**config.mk**
```make
export PLATFORM = sky130hd
export DESIGN_NAME = i2s_slave_tx
export DESIGN_NICKNAME = d
export VERILOG_FILES = /design/src/rtl/i2s_slave_tx.sv
export SDC_FILE = /design/constraint.sdc
export NUM_CORES = 1
export LEC_CHECK = 0
export BUFFER_PORTS_ARGS = -buffer_cell sky130_fd_sc_hd__buf_2
export CAP_MARGIN = 5
export CORE_ASPECT_RATIO = 1.4
export CORE_MARGIN = 5
export CORE_UTILIZATION = 51
export CTS_CLUSTER_DIAMETER = 150
export DETAILED_ROUTE_END_ITERATION = 12
export PLACE_DENSITY = 0.77
export SYNTH_ARGS = -nofsm -noshare
export SYNTH_HDL_FRONTEND = slang
export SYNTH_SLANG_ARGS = --single-unit
```
**constraint.sdc**
```tcl
create_clock -name clk -period 1.6 [get_ports clk]
set_input_delay 0.16 -clock clk [delete_from_list [all_inputs] [get_ports clk]]
set_output_delay 0.16 -clock clk [all_outputs]
set_load 0.05 [all_outputs]
```
**src/rtl/i2s_slave_tx.sv**
```systemverilog
module i2s_slave_tx #(
  parameter int SAMPLE_W    = 16,
  parameter int SYNC_STAGES = 2
) (
  input  logic                clk,
  input  logic                rst_n,
  input  logic                slot_wide,
  input  logic                bclk,
  input  logic                lrclk,
  input  logic                in_valid,
  output logic                in_ready,
  input  logic [SAMPLE_W-1:0] in_left,
  input  logic [SAMPLE_W-1:0] in_right,
  output logic                sdata,
  output logic                underrun,
  output logic                mismatch
);
  localparam int WIDE_W = 2 * SAMPLE_W;
  localparam int CNT_W  = $clog2(4 * WIDE_W);
  localparam logic [CNT_W-1:0] CNT_MAX    = '1;
  localparam logic [CNT_W-1:0] LEN_NARROW = CNT_W'(SAMPLE_W);
  localparam logic [CNT_W-1:0] LEN_WIDE   = CNT_W'(WIDE_W);

  logic [SYNC_STAGES-1:0] bclk_sync, ws_sync;
  logic                   bclk_d;
  logic                   bclk_s, ws_s, rise_ev, fall_ev;

  always_ff @(posedge clk) begin
    if (!rst_n) begin
      bclk_sync <= '1;
      ws_sync   <= '1;
      bclk_d    <= 1'b1;
    end else begin
      bclk_sync <= {bclk_sync[SYNC_STAGES-2:0], bclk};
      ws_sync   <= {ws_sync[SYNC_STAGES-2:0], lrclk};
      bclk_d    <= bclk_s;
    end
  end

  assign bclk_s  = bclk_sync[SYNC_STAGES-1];
  assign ws_s    = ws_sync[SYNC_STAGES-1];
  assign rise_ev = bclk_s & ~bclk_d;
  assign fall_ev = ~bclk_s & bclk_d;

  logic             ws_cur, seen, pend, pend_ch;
  logic [CNT_W-1:0] cnt;
  logic [CNT_W-1:0] slot_len;

  assign slot_len = slot_wide ? LEN_WIDE : LEN_NARROW;

  always_ff @(posedge clk) begin
    if (!rst_n) begin
      ws_cur   <= 1'b1;
      seen     <= 1'b0;
      pend     <= 1'b0;
      pend_ch  <= 1'b0;
      cnt      <= '0;
      mismatch <= 1'b0;
    end else if (rise_ev) begin
      ws_cur <= ws_s;
      if (ws_s != ws_cur) begin
        pend    <= 1'b1;
        pend_ch <= ws_s;
        seen    <= 1'b1;
        cnt     <= CNT_W'(1);
        if (seen && cnt != slot_len) mismatch <= 1'b1;
      end else if (cnt != CNT_MAX) begin
        cnt <= cnt + 1'b1;
      end
    end else if (fall_ev) begin
      pend <= 1'b0;
    end
  end

  logic                hold_v;
  logic [SAMPLE_W-1:0] hold_l, hold_r, right_tx;
  logic [WIDE_W-1:0]   sr, load_word;
  logic                accept, pop, load;

  assign in_ready = ~hold_v;
  assign accept   = in_valid & ~hold_v;
  assign load     = fall_ev & pend;
  assign pop      = load & ~pend_ch & hold_v;

  always_comb begin
    if (pend_ch) load_word = {right_tx, {SAMPLE_W{1'b0}}};
    else if (hold_v) load_word = {hold_l, {SAMPLE_W{1'b0}}};
    else load_word = '0;
  end

  always_ff @(posedge clk) begin
    if (!rst_n) begin
      hold_v   <= 1'b0;
      hold_l   <= '0;
      hold_r   <= '0;
      right_tx <= '0;
      sr       <= '0;
      sdata    <= 1'b0;
      underrun <= 1'b0;
    end else begin
      if (accept) begin
        hold_v <= 1'b1;
        hold_l <= in_left;
        hold_r <= in_right;
      end else if (pop) begin
        hold_v <= 1'b0;
      end
      if (load) begin
        sdata <= load_word[WIDE_W-1];
        sr    <= {load_word[WIDE_W-2:0], 1'b0};
        if (!pend_ch) begin
          right_tx <= hold_v ? hold_r : '0;
          if (!hold_v) underrun <= 1'b1;
        end
      end else if (fall_ev) begin
        sdata <= sr[WIDE_W-1];
        sr    <= {sr[WIDE_W-2:0], 1'b0};
      end
    end
  end
endmodule

```
==> metrics.md <==
| Metric | Value |
|---|---|
| Sequential area share after synthesis | `0.486` |
| Tot GR Track Use | `0.187` |
| Routed Antenna Nets | `0` |
| Fin crit period | `1.52 ns` |
| Fmax | `659 MHz` |
| RSZ-0062 raised after global routing | `yes` |
| Crit-path max cell delay | `approximately 0.5 ns` |
| Initial DRC Count | `203` |
| Worst setup margin | `about 0.083 ns` |
| Multi-input gate area | `1590 um^2` |
| EDFF count, synth | `0` |
| N_diodes | `0` |
| Worst min-delay path class | `in -> reg` |
| HP Start | `in_right[2]` |
| Cell Pwr Density | `1010 nW/um^2` |
| Reg2reg start | `cnt[1]$_SDFFE_PN0P_` |
| Count leader, synth | `nand2_1` |
| Unique masters post-synth | `37` |
| FF/Latch Area | `1670 um^2` |
| Most frequent cells after synthesis | `nand2_1 (107), dfxtp_1 (83), a21oi_1 (38), a21boi_0 (36)` |
| # clock sinks | `83` |
| Wire per inst | `13.3 um` |
| Arrival @ worst endpoint | `1.81 ns` |
| Worst Tran Pin Value | `between 0.5 and 0.6 ns` |
| Average cell area after synthesis | `~8 um^2` |
| Status | `finished clean` |
| PortBufs | `41` |
| Slowest cell on crit path | `or4_1` |
| CTS Buffer Depth | `2` |
| Die ar. | `~8500 um^2` |
| Hold Fails Final Rpt | `0` |
| Pin count of the biggest net entering global routing | `37` |
| Initial antenna violation count | `0` |
| CTS root buffer | `clkbuf_8` |
| Layout fillers | `roughly 600` |
| Cell area after layout | `around 3900 um^2` |
| First-pass detailed-route iteration total | `5` |
| Die Span Y | `107 um` |
| Cell area after synthesis | `3420 um^2` |
| Place WS | `between 0.03 and 0.04 ns` |
| Ranking of synthesized cells by area | `dfxtp_1 (49%), nand2_1 (12%), a21boi_0 (7.9%)` |
| IO Count | `42` |
| Setup-failing EPs final | `0` |
| Latest clock arrival within the worst-skew pair | `~0.35 ns` |
| Vias in the first global route | `2,843` |
| Placer Congestion | `0.887` |
| Leak | `roughly 1.5 nW` |
| Asr flop ratio synth | `0` |
| Initial Util | `0.520` |
| Share of layout cells above drive strength 1 | `0.176` |
| FP Rows | `35` |
| GRT overflow | `0` |
| Yosys top cell area share | `0.486` |
| Peak supply drop | `577 uV` |
| Vias | `2,870` |
| Critical path startpoint | `cnt[1]$_SDFFE_PN0P_` |
| Layout Cells excl Fill | `535` |
| CP Capture Type | `flop` |
| Seq cells post-synth | `83` |
| Cell Area, Placed | `~3700 um^2` |
| Crit-path cells | `ha_4, and4_4, a21o_1, or4_1, nand3_1` |
| Clock Skew | `0.00839 ns` |
| CP Launch Type | `flop` |
| Layout area overhead | `15.4%` |
| Crit path kind | `reg -> reg` |
| Crit path max fanout | `5` |
| Final #Nets | `496` |
| DRC viols | `0` |
| Cell taking the most area after synthesis | `dfxtp_1` |
| CTS tree | `built` |
| Period utilization | `0.948` |
| Max Slew Vio Count | `0` |
| First-pass GRT wire length | `12,800 um` |
| H-tree lvl count | `3` |
| Num CTS Buffers | `9` |
| Max_cap viols | `0` |
| Post-Place Cells | `515` |
| Post-DP HPWL | `4760 um` |
| Vias per cell | `around 5.4` |
| Cells after synthesis | `415` |
| Worst-path clk slew | `0.09 ns` |
| Main synth FF type | `dfxtp_1` |
| Syn Nets | `455` |
| Ys Warns | `0` |
| WL final | `7140 um` |
| Die width | `79.2 um` |
| Max transition margin | `0.647` |
| Required time of the critical path | `~1.9 ns` |
| Core area | `between 6000 and 7000 um^2` |
==> metal layers <==
| metal | up-vias | track usage | share of wire |
|---|---|---|---|
| met4 | 0 | 0.0749 | 0.020 |
| met1 | 1306 | 0.234 | 0.46 |
| met2 | 64 | 0.313 | 0.47 |
| met5 | - | 0 | 0 |
| met3 | 13 | 0.0361 | 0.042 |
| li1 | 1487 | - | - |
==> cell usage in the layout (no fill, tap or decap), drive strengths merged <==
cell type and count:
dfxtp 83, dlygate4sd3 2, a21oi 38, a21boi 36, xnor2 1, nor4b 1, nand2 107, and4 1
o21a 3, nor2 6, nor2b 20, nor4 1, or3 1, inv 4, a21o 2, nor3 1
buf 59, nand4 1, nand3 20, bufinv 1, o32ai 1, nor3b 3, clkbuf 9, o211a 1
o21ai 19, or4 1, a2111oi 1, clkinv 3, nand2b 7, and3b 1, clkinvlp 3, and2 4
ha 2, and4bb 1, a31oi 16, nand3b 1
==> what timing repair did <==
action | 4_1_cts | 5_1_grt
hold endpoints to repair | 2 | 0
gates resized for setup | 0 | 6
hold buffers | 2 | 0
endpoints found under the setup margin | 0 | 17
buffers inserted | 0 | 2
==> power breakdown <==
group	switching (mW)	leakage (nW)	internal, mW
clock	0.774	0.0916	0.728
combinational	0.166	0.731	0.135
sequential	0.0406	0.678	2.14
==> cells by family after synthesis <==
group | Yosys count | synth area share
AOI/OAI and AO/OA | 117 | 0.211
xor gates and xnor gates | 1 | 0.00256
adders and majority gates | 2 | 0.00732
buffers and inverters | 35 | 0.0516
DFF | 83 | 0.486
and+or+nand+nor | 177 | 0.241
==> worst max-delay path, delay by kind of cell (launching register included) <==
family / cells / cell delay, ns
simple gates: 3 / 0.77
flops: 1 / 0.36
fa+ha+maj: 1 / 0.16
compound gates: 1 / 0.18
==> worst paths after layout <==
| path | end | slack, ns | depth (start not counted) |
|---|---|---|---|
| setup / recovery | cnt[3]$_SDFFE_PN0P_ | 0.08 | 5 |
| hold / removal | hold_r[2]$_SDFFE_PN0P_ | 0.05 | 3 |
| setup reg to reg | cnt[3]$_SDFFE_PN0P_ | 0.08 | 5 |
| hold reg to reg | ws_sync[1]$_SDFF_PN1_ | 0.44 | 1 |
==> final cells by class <==
cell class / count / area share
clock buffer: 9 / 0.0314
inverter: 4 / 0.00381
tap: 74 / 0.0235
multi-input combinational: 297 / 0.404
timing repair buffer: 61 / 0.0946
clock inverter: 7 / 0.0200
sequential: 83 / 0.423
==> stage by stage <==
| step | hold WS, ns | utilization | total power [mW] | setup TNS, ns |
|---|---|---|---|---|
| global placement | 0.347 | 0.561 | 2.51 | 0 |
| floorplan | 0.261 | - | 2.41 | 0 |
| detailed placement | 0.346 | 0.561 | 2.52 | 0 |
| global route | 0.0401 | 0.600 | 4.17 | -0.000341 |
| CTS | 0.0364 | 0.595 | 4.02 | 0 |
| finish | 0.0493 | 0.600 | 3.98 | 0 |
==> flip-flops by register name, summed over array words and instances (netlist names), 2 cells and up <==
| register | count |
|---|---|
| cnt | 7 |
| hold_l | 16 |
| bclk_sync | 2 |
| sr | 15 |
| ws_sync | 2 |
| hold_r | 16 |
| right_tx | 16 |
(Power assumes the default switching activity.)
